==> config.mk <==
export PLATFORM = sky130hd
export DESIGN_NAME = usbhs_attach_det
export DESIGN_NICKNAME = d
export VERILOG_FILES = /design/src/rtl/usbhs_pkg.sv /design/src/rtl/usbhs_line_track.sv /design/src/rtl/usbhs_dur_timer.sv /design/src/rtl/usbhs_link_fsm.sv /design/src/rtl/usbhs_attach_det.sv
export SDC_FILE = /design/constraint.sdc
export NUM_CORES = 1
export LEC_CHECK = 0
export ABC_AREA = 0
export BUFFER_PORTS_ARGS = -buffer_cell sky130_fd_sc_hd__buf_2
export CORE_ASPECT_RATIO = 1.75
export CORE_MARGIN = 2
export CORE_UTILIZATION = 55
export CTS_CLUSTER_DIAMETER = 60
export DETAILED_ROUTE_END_ITERATION = 10
export PLACE_DENSITY_LB_ADDON = 0.05
export SLEW_MARGIN = 25
export SYNTH_ARGS = -nofsm -noshare
export SYNTH_HDL_FRONTEND = slang
export SYNTH_SLANG_ARGS = --single-unit
==> constraint.sdc <==
create_clock -name clk -period 3.24 [get_ports clk]
set_input_delay 0.162 -clock clk [delete_from_list [all_inputs] [get_ports clk]]
set_output_delay 0.162 -clock clk [all_outputs]
set_load 0.005 [all_outputs]
==> src/rtl/usbhs_pkg.sv <==
`timescale 1ns/1ps
package usbhs_pkg;

   // decoded line code presented by the front end
   typedef enum logic [1:0] {
      LN_SE0  = 2'b00,
      LN_J    = 2'b01,
      LN_K    = 2'b10,
      LN_IDLE = 2'b11
   } line_e;

   typedef enum logic [1:0] {
      SPD_NONE = 2'b00,
      SPD_FULL = 2'b01,
      SPD_HIGH = 2'b10
   } speed_e;

   typedef enum logic [2:0] {
      ST_UNCONN  = 3'd0,
      ST_FIXTURE = 3'd1,
      ST_ATT_FS  = 3'd2,
      ST_RST_SEEN= 3'd3,
      ST_CHIRP_J = 3'd4,
      ST_CHIRP_K = 3'd5,
      ST_WAIT_SQ = 3'd6,
      ST_HS      = 3'd7
   } link_st_e;

   function automatic int dur_width(input int longest_us);
      return $clog2(longest_us + 2);
   endfunction

endpackage

==> src/rtl/usbhs_line_track.sv <==
`timescale 1ns/1ps
module usbhs_line_track
   import usbhs_pkg::*;
(
   input  logic       clk,
   input  logic       rst_n,
   input  logic [1:0] line_in,
   output logic       line_chg
);

   logic [1:0] line_q;

   always_ff @(posedge clk or negedge rst_n) begin
      if (!rst_n) line_q <= LN_IDLE;
      else        line_q <= line_in;
   end

   assign line_chg = (line_in != line_q);

endmodule

==> src/rtl/usbhs_dur_timer.sv <==
`timescale 1ns/1ps
module usbhs_dur_timer #(
   parameter int CLKS_PER_US = 60,
   parameter int DUR_W       = 8
) (
   input  logic             clk,
   input  logic             rst_n,
   input  logic             clr,
   output logic [DUR_W-1:0] dur_us
);

   localparam logic [DUR_W-1:0] DUR_SAT = '1;

   if (CLKS_PER_US < 1) begin : g_bad_div
      $error("usbhs_dur_timer: CLKS_PER_US must be at least 1");
   end
   if (DUR_W < 2) begin : g_bad_width
      $error("usbhs_dur_timer: DUR_W must be at least 2");
   end

   if (CLKS_PER_US == 1) begin : g_direct
      // every clock is a microsecond; the clearing clock counts as the first
      always_ff @(posedge clk or negedge rst_n) begin
         if (!rst_n)                dur_us <= '0;
         else if (clr)              dur_us <= DUR_W'(1);
         else if (dur_us != DUR_SAT) dur_us <= dur_us + 1'b1;
      end
   end else begin : g_divided
      localparam int DIV_W = $clog2(CLKS_PER_US);
      localparam logic [DIV_W-1:0] DIV_LAST = DIV_W'(CLKS_PER_US - 1);
      logic [DIV_W-1:0] div_q;
      logic             tick;

      assign tick = (div_q == DIV_LAST);

      always_ff @(posedge clk or negedge rst_n) begin
         if (!rst_n) begin
            div_q  <= '0;
            dur_us <= '0;
         end else if (clr) begin
            div_q  <= DIV_W'(1);
            dur_us <= '0;
         end else begin
            div_q <= tick ? '0 : div_q + 1'b1;
            if (tick && dur_us != DUR_SAT) dur_us <= dur_us + 1'b1;
         end
      end
   end

endmodule

==> src/rtl/usbhs_link_fsm.sv <==
`timescale 1ns/1ps
module usbhs_link_fsm
   import usbhs_pkg::*;
#(
   parameter int DUR_W        = 8,
   parameter int RESET_US     = 3,
   parameter int CHIRP_MIN_US = 18,
   parameter int CHIRP_MAX_US = 128
) (
   input  logic             clk,
   input  logic             rst_n,
   input  logic             cfg_hold,
   input  logic             disc_det,
   input  logic             pullup_det,
   input  logic             fixture_det,
   input  logic             tpkt_det,
   input  logic             sq_det,
   input  logic [1:0]       line_in,
   input  logic             line_chg,
   input  logic [DUR_W-1:0] dur_us,
   output logic             conn_flag,
   output logic             hs_en,
   output logic [1:0]       speed_mode
);

   localparam logic [DUR_W-1:0] RST_LIM = DUR_W'(RESET_US);
   localparam logic [DUR_W-1:0] WIN_LO  = DUR_W'(CHIRP_MIN_US);
   localparam logic [DUR_W-1:0] WIN_HI  = DUR_W'(CHIRP_MAX_US);

   link_st_e st_q, st_d;
   speed_e   spd_q;
   logic     in_win, overrun, quiet_line;

   assign in_win     = (dur_us >= WIN_LO) && (dur_us <= WIN_HI);
   assign overrun    = (dur_us > WIN_HI);
   assign quiet_line = (line_in == LN_SE0) || (line_in == LN_IDLE);

   always_comb begin
      st_d = st_q;
      unique case (st_q)
         ST_UNCONN: begin
            if (fixture_det)     st_d = ST_FIXTURE;
            else if (pullup_det) st_d = ST_ATT_FS;
         end
         ST_FIXTURE: begin
            if (tpkt_det) st_d = ST_HS;
         end
         ST_ATT_FS: begin
            if (line_in == LN_SE0 && !line_chg && dur_us >= RST_LIM)
               st_d = ST_RST_SEEN;
         end
         ST_RST_SEEN: begin
            if (line_chg) begin
               if (line_in == LN_J)      st_d = ST_CHIRP_J;
               else if (line_in == LN_K) st_d = ST_ATT_FS;
            end
         end
         ST_CHIRP_J: begin
            if (line_chg)
               st_d = (line_in == LN_K && in_win) ? ST_CHIRP_K : ST_ATT_FS;
            else if (overrun)
               st_d = ST_ATT_FS;
         end
         ST_CHIRP_K: begin
            if (line_chg)
               st_d = (quiet_line && in_win) ? ST_WAIT_SQ : ST_ATT_FS;
            else if (overrun)
               st_d = ST_ATT_FS;
         end
         ST_WAIT_SQ: begin
            if (!quiet_line) st_d = ST_ATT_FS;
            else if (sq_det) st_d = ST_HS;
         end
         ST_HS:   st_d = ST_HS;
         default: st_d = ST_UNCONN;
      endcase
      if (disc_det) st_d = ST_UNCONN;
      if (cfg_hold) st_d = ST_UNCONN;
   end

   always_ff @(posedge clk or negedge rst_n) begin
      if (!rst_n) begin
         st_q      <= ST_UNCONN;
         conn_flag <= 1'b0;
         hs_en     <= 1'b0;
         spd_q     <= SPD_NONE;
      end else begin
         st_q      <= st_d;
         conn_flag <= (st_d != ST_UNCONN);
         hs_en     <= (st_d == ST_HS);
         spd_q     <= (st_d == ST_UNCONN) ? SPD_NONE :
                      (st_d == ST_HS)     ? SPD_HIGH : SPD_FULL;
      end
   end

   assign speed_mode = spd_q;

endmodule

==> src/rtl/usbhs_attach_det.sv <==
`timescale 1ns/1ps
module usbhs_attach_det
   import usbhs_pkg::*;
#(
   parameter int CLKS_PER_US  = 60,
   parameter int RESET_US     = 3,
   parameter int CHIRP_MIN_US = 18,
   parameter int CHIRP_MAX_US = 128
) (
   input  logic       clk,
   input  logic       rst_n,
   input  logic       cfg_hold,
   input  logic [1:0] line_state,
   input  logic       pullup_det,
   input  logic       disc_det,
   input  logic       sq_det,
   input  logic       fixture_det,
   input  logic       tpkt_det,
   output logic       conn_flag,
   output logic       hs_en,
   output logic [1:0] speed_mode
);

   localparam int LONGEST_US = (CHIRP_MAX_US > RESET_US) ? CHIRP_MAX_US : RESET_US;
   localparam int DUR_W      = dur_width(LONGEST_US);

   if (CHIRP_MIN_US < 1 || CHIRP_MIN_US > CHIRP_MAX_US) begin : g_bad_window
      $error("usbhs_attach_det: chirp window must satisfy 1 <= MIN <= MAX");
   end
   if (RESET_US < 1) begin : g_bad_reset
      $error("usbhs_attach_det: RESET_US must be at least 1");
   end

   logic             line_chg;
   logic [DUR_W-1:0] dur_us;

   usbhs_line_track u_track (
      .clk      (clk),
      .rst_n    (rst_n),
      .line_in  (line_state),
      .line_chg (line_chg)
   );

   usbhs_dur_timer #(
      .CLKS_PER_US (CLKS_PER_US),
      .DUR_W       (DUR_W)
   ) u_timer (
      .clk    (clk),
      .rst_n  (rst_n),
      .clr    (line_chg),
      .dur_us (dur_us)
   );

   usbhs_link_fsm #(
      .DUR_W        (DUR_W),
      .RESET_US     (RESET_US),
      .CHIRP_MIN_US (CHIRP_MIN_US),
      .CHIRP_MAX_US (CHIRP_MAX_US)
   ) u_fsm (
      .clk         (clk),
      .rst_n       (rst_n),
      .cfg_hold    (cfg_hold),
      .disc_det    (disc_det),
      .pullup_det  (pullup_det),
      .fixture_det (fixture_det),
      .tpkt_det    (tpkt_det),
      .sq_det      (sq_det),
      .line_in     (line_state),
      .line_chg    (line_chg),
      .dur_us      (dur_us),
      .conn_flag   (conn_flag),
      .hs_en       (hs_en),
      .speed_mode  (speed_mode)
   );

endmodule

==> results of run 1 <==
## logic make-up (layout without fill, tap and decap cells)
family | Yosys count | after routing | share of synthesized area [%]
simple gates | 60 | 60 | 24.0
flops | 23 | 23 | 44.7
compound gates | 21 | 21 | 12.5
xor+xnor | 13 | 13 | 8.80
buf+inv | 12 | 26 | 3.48
fa+ha+maj | 6 | 6 | 5.80
mux | 1 | 1 | 0.774
## per-stage QoR
step | instances | util, %
floorplan | 136 | -
global placement | 170 | 60.5
detailed placement | 170 | 60.5
CTS | 175 | 63.0
global route | 175 | 63.0
finish | 175 | 63.0
## worst paths after layout
| kind | to | slack [ns] | depth (start not counted) |
|---|---|---|---|
| worst max-delay path | u_fsm.speed_mode[0] | 0.33 | 8 |
| min in group asynchronous | u_timer.dur_us[5] | 0.40 | 2 |
| worst min register to register | u_timer.g_divided.div_q[0] | 0.51 | 1 |
| worst max register to register | u_fsm.speed_mode[0] | 0.33 | 8 |
| worst min-delay path | u_track.line_q[0] | 0.03 | 1 |
| max in group asynchronous | u_track.line_q[1] | 2.48 | 2 |
## per-layer routing
metal,wire [um],GRT usage [%]
met3,81,2.27
met4,40,9.17
met2,1340,39.9
met5,0,0
met1,1040,24.2
## synth_stat cells (all sizes together)
cell type,count
xor2,8
a221oi,1
or2,1
a31oi,2
clkbuf,4
dfstp,2
o21ai,4
nor3b,1
or4,4
a2111oi,1
inv,8
nor2,20
o211a,1
and2,1
dfrtp,21
nor4,5
o32ai,1
nor3,2
mux2i,1
o21a,1
nand2b,3
nand2,9
and3,3
a211oi,2
o41a,1
nor4b,1
o211ai,1
xnor2,5
nand3,3
nand4,6
ha,6
a21oi,4
nand3b,1
o311a,1
a32oi,1
## worst register-to-register path: cells and delay by family (launching register included)
kind            cells  cell delay (ns)
simple gates        4             1.22
buf+inv             1             0.07
compound gates      2             0.82
flops               1             0.47
fa+ha+maj           1             0.20
## registers in the layout (all words and copies together), names as in the netlist
register                 count
u_fsm.st_q                   3
u_timer.dur_us               8
u_fsm.hs_en                  1
u_fsm.conn_flag              1
u_timer.g_divided.div_q      6
u_fsm.speed_mode             2
u_track.line_q               2
## power groups by stage
stage | Clock (mW) | Combinational, mW | Sequential (mW)
after floorplan | 0 | 0.0403 | 0.308
after global placement | 0 | 0.0612 | 0.312
after detailed placement | 0 | 0.0623 | 0.312
after CTS | 0.177 | 0.0634 | 0.306
after global routing | 0.189 | 0.0718 | 0.308
final | 0.171 | 0.0626 | 0.306
## area by class of cell
class | count | area (um2) | area share [%]
clock inverter | 1 | 5.00 | 0.350
clock buffer | 3 | 41.3 | 2.88
tap | 25 | 31.3 | 2.19
inverter | 8 | 30.0 | 2.10
sequential | 23 | 578 | 40.4
timing repair buffer | 14 | 75.1 | 5.24
multi-input combinational | 101 | 671 | 46.9
## what timing repair did
| action | in CTS | in global routing |
|---|---|---|
| hold buffers | 1 | 0 |
| gates resized for setup | 0 | 0 |
| endpoints found under the hold margin | 21 | 0 |
==> key figures, run 1 <==
Status
  – Status: completed

Floorplan
  – Die span in x: 40.7 um
  – Core area: 2270 um2
  – I/O pin cnt: 14
  – Starting Density: 56.9%
  – Die area: 2770 um2
  – Num rows: 23
  – Die H: 68.2 um

Pwr
  – NetSw: 0.134 mW
  – Leakage Power: 0.672 nW
  – Total power: 0.540 mW
  – Max VDD drop: 0.279 mV
  – Clock power frac: 31.7%
  – Part of the power in registers: 56.7%
  – Int Power: 0.407 mW
  – Power density cells: 377 nW/um2
  – Switching share of power: 24.7%
  – Logic pwr share: 11.6%

Synthesis
  – Top cell type's share of synthesized area: 40.6%
  – Synth Register Bits: 23
  – Netlist cell types: 37
  – Synth top area cells: dfrtp_1, ha_1, nor2_1, xor2_1, dfstp_2
  – Yosys warns: 0
  – Seq/Total Area, Yosys: 44.7%
  – Mapped Cells: 136
  – Mapped Area: 1290 um2
  – Post-Syn Nets: 152
  – Post-Syn Area per Cell: 9.51 um2
  – Yosys top cell by area: dfrtp_1

Worst setup path
  – Worst Setup Start Kind: flop
  – Crit-path most repeated cell: or4_1
  – CP max-delay cell: a2111oi_0
  – CP cell instances: inv_1 -> ha_1 -> or4_1 -> a2111oi_0 -> nor4b_1 -> nor4_1 -> or4_1 -> a31oi_1
  – CP Capture Type: flop
  – Worst path required time: 3.37 ns
  – Worst Path Buf+Inv: 1
  – Worst EP arrival: 3.04 ns
  – CP delay by family, top: simple AND/OR/NAND/NOR gates
  – WS Path Type: reg -> reg
  – Worst-path fanout max: 7
  – Worst r2r src: u_timer.dur_us[0]
  – Slowest stage delay, CP: 0.74 ns
  – Crit. Startpoint: u_timer.dur_us[0]

CTS
  – Setup bufs post-CTS: 0
  – Clk root buf: clkbuf_8
  – H-tree levels: 1
  – CTS tree: built
  – Clock-pin slew on the worst setup and hold paths: 0.08 ns
  – Num CTS Buffers: 3
  – Worst skew pair latency: 0.26 ns
  – CTS sink cnt: 23
  – Clock Tree Buf Depth: 2

Job
  – Max_cap viols: 0

Global routing
  – Vias in the first global route: 1,028
  – Global route overflow: 0
  – Tot GR Track Use: 22.0%
  – Largest net degree at the start of global routing: 24
  – First-pass GRT wire length: 4300 um
  – Antenna violations before repair: 0

Placed design
  – DP HPWL: 1910 um
  – Placer congestion estimate: 0.816
  – Cell Area, Placed: 1380 um2
  – Dpl ws: 0.363 ns
  – Port Buffers: 13

Timing
  – Clock Skew: 0.00377 ns
  – Final Hold Vio Count: 0
  – RSZ-0062 raised after global routing: false
  – Tmin final: 2.91 ns
  – Final Setup Violations: 0
  – Fin crit share: 89.8%
  – Worst setup margin: 0.332 ns
  – Hold slack: 0.0312 ns
  – Max-slew violation count: 0
  – Relative slew slack: 46.8%
  – Fmax: 344 MHz
  – Setup_tns: 0 ns
  – Slew @ Worst Pin: 0.777 ns

Detailed routing
  – Routed Antenna Nets: 0
  – 1st-pass router iterations: 4
  – DRT iter0 DRCs: 41
  – Vias: 1,030
  – Routed WL per cell: 14.3 um
  – DRC Markers: 0
  – Routed WL: 2500 um
  – Drt via density: 5.89

Layout
  – Final nets: 167
  – Commonest cells after routing, fill and taps aside: dfrtp_1, nor2_1, buf_2
  – Share of post-route cells with drive strength above 1: 15.3%
  – Fin area: 1430 um2
  – Area grow syn2layout: 10.6%
  – Leading cell type in the layout, fill and taps excluded: dfrtp_1
  – Final antenna diode count: 0
  – FILL cells: 197

Hold path
  – Min-delay src: line_state[0]
  – HP Class: in -> reg
Power figures use the tool's default switching activity.
==> run 2, diff against run 1 <==
--- a/config.mk
+++ b/config.mk
@@ -12,7 +12,8 @@
 export CORE_UTILIZATION = 55
 export CTS_CLUSTER_DIAMETER = 60
 export DETAILED_ROUTE_END_ITERATION = 10
-export PLACE_DENSITY_LB_ADDON = 0.05
+export HOLD_SLACK_MARGIN = 0.1
+export PLACE_DENSITY = 0.73
 export SLEW_MARGIN = 25
 export SYNTH_ARGS = -nofsm -noshare
 export SYNTH_HDL_FRONTEND = slang
==> run 2 against run 1 <==
Net effect:
- die area unchanged
- total power increased by 3.0%
- fmax increased by 5.4%
- count of clock-buffer cells in the layout unchanged
- worst setup slack improved by 0.15 ns
- critical path type unchanged
- largest power group unchanged
- highest routed layer unchanged
==> key figures, run 2 (same netlist as run 1, synthesis figures left out) <==
Status
  – Status: completed

Worst setup path
  – Worst-path fanout max: 7
  – Slowest stage delay, CP: 0.57 ns
  – Worst EP arrival: 2.91 ns
  – CP Capture Type: flop
  – Worst Setup Start Kind: flop
  – Worst path required time: 3.39 ns
  – Worst Path Buf+Inv: 1
  – WS Path Type: reg -> reg
  – CP delay by family, top: simple AND/OR/NAND/NOR gates
  – Crit-path most repeated cell: or4_1
  – CP cell instances: inv_1 -> ha_1 -> or4_1 -> a2111oi_1 -> nor4b_1 -> nor4_1 -> or4_1 -> a31oi_1
  – CP max-delay cell: a2111oi_1

Detailed routing
  – Drt via density: 5.87
  – DRT iter0 DRCs: 18
  – 1st-pass router iterations: 4
  – Routed WL per cell: 14.9 um
  – Vias: 1,039
  – DRC Markers: 0
  – Routed WL: 2640 um
  – Routed Antenna Nets: 0

Pwr
  – Clock power frac: 33.3%
  – Total power: 0.556 mW
  – Max VDD drop: 0.294 mV
  – Part of the power in registers: 55.0%
  – Int Power: 0.410 mW
  – Leakage Power: 0.676 nW
  – Switching share of power: 26.3%
  – NetSw: 0.146 mW
  – Power density cells: 382 nW/um2
  – Logic pwr share: 11.6%

Floorplan
  – Die span in x: 40.7 um
  – Die area: 2770 um2
  – Die H: 68.2 um
  – Num rows: 23
  – Starting Density: 56.9%
  – I/O pin cnt: 14
  – Core area: 2270 um2

Global routing
  – Met2 usage: 39.1%
  – Antenna violations before repair: 0
  – First-pass GRT wire length: 4350 um
  – Met1 Track Usage GR: 26.3%
  – Tot GR Track Use: 23.0%
  – Vias in the first global route: 1,016
  – Largest net degree at the start of global routing: 24
  – Global route overflow: 0
  – Met3 GRT Util: 2.92%
  – GRT Max-Usage Layer: met2

Timing
  – Slew @ Worst Pin: 0.725 ns
  – Final Setup Violations: 0
  – Clock Skew: 0.00507 ns
  – Relative slew slack: 51.5%
  – Final Hold Vio Count: 0
  – RSZ-0062 raised after global routing: false
  – Fmax: 362 MHz
  – Tmin final: 2.76 ns
  – Setup_tns: 0 ns
  – Worst setup margin: 0.480 ns
  – Max-slew violation count: 0
  – Fin crit share: 85.2%

Layout
  – Top Registers: u_timer.dur_us x8, u_timer.g_divided.div_q x6, u_fsm.st_q x3
  – Final antenna diode count: 0
  – Leading cell type in the layout, fill and taps excluded: dfrtp_1
  – Commonest cells after routing, fill and taps aside: dfrtp_1, nor2_1, buf_2
  – Share of post-route cells with drive strength above 1: 15.1%
  – Area grow syn2layout: 12.5%
  – Max reg flops: 8
  – Final nets: 169
  – Most flops, register: u_timer.dur_us

CTS
  – Num CTS Buffers: 3
  – H-tree levels: 1
  – Clk root buf: clkbuf_8
  – Worst skew pair latency: 0.27 ns
  – CTS sink cnt: 23
  – Setup bufs post-CTS: 0
  – CTS tree: built
  – Clock Tree Buf Depth: 2
  – Clock-pin slew on the worst setup and hold paths: 0.09 ns

Placed design
  – Port Buffers: 13
  – DP HPWL: 1950 um
  – Placer congestion estimate: 0.813
  – Dpl ws: 0.377 ns

Job
  – Max_cap viols: 0

Hold path
  – HP Class: in -> reg
==> run 2: cell types whose count changed in the layout (fill, tap and decap cells not counted), sizes merged <==
cell / delta
clkinvlp: +1
clkinv: -1
dlygate4sd3: +2
==> run 2: cell type report <==
cell class                 instances  area, um2
multi-input combinational        101        672
sequential                        23        578
tap                               25       31.3
clock inverter                     1       7.51
clock buffer                       3       41.3
inverter                           8       30.0
timing repair buffer              16       95.1
fill                             188        818
==> run 2: timing repair <==
action	CTS	global route
setup endpoints to repair	0	1
resized for setup	0	1
hold buffers	3	0
hold endpoints to repair	23	0
==> run 2: per-layer routing <==
layer | part of all wire [%] | wire length [um]
met1 | 41 | 1070
met2 | 55 | 1450
met3 | 1.6 | 43
met4 | 2.6 | 69
met5 | 0 | 0
==> run 2: final timing paths <==
check	from	end	slack [ns]	cells past startpoint
max in group asynchronous	rst_n	u_track.line_q[1]	2.50	2
hold reg to reg	u_timer.g_divided.div_q[0]	u_timer.g_divided.div_q[0]	0.51	1
setup / recovery	u_timer.dur_us[0]	u_fsm.speed_mode[0]	0.48	8
hold / removal	cfg_hold	u_fsm.st_q[0]	0.19	3
min in group asynchronous	rst_n	u_timer.g_divided.div_q[4]	0.38	2
setup reg to reg	u_timer.dur_us[0]	u_fsm.speed_mode[0]	0.48	8
==> run 2: power groups by stage <==
stage	sequential (mW)	clock [mW]	combinational, mW
global route	0.308	0.200	0.0736
global placement	0.311	0	0.0605
detailed placement	0.312	0	0.0623
finish	0.306	0.185	0.0647
CTS	0.306	0.190	0.0653
floorplan	0.308	0	0.0403
==> run 2: per-stage QoR <==
step / instance area, um2 / hold WS (ns) / utilization [%] / cells
2_1_floorplan: 1290 / -0.134 / - / 136
3_3_place_gp: 1380 / 0.147 / 60.5 / 170
3_5_place_dp: 1380 / 0.161 / 60.5 / 170
4_1_cts: 1450 / 0.175 / 64.0 / 177
5_1_grt: 1460 / 0.182 / 64.0 / 177
6_report: 1460 / 0.187 / 64.0 / 177
==> run 2: worst min-delay path, stage by stage <==
cell and delay [ns]:
buf_2 0.09, or4_1 0.13, inv_1 0.05
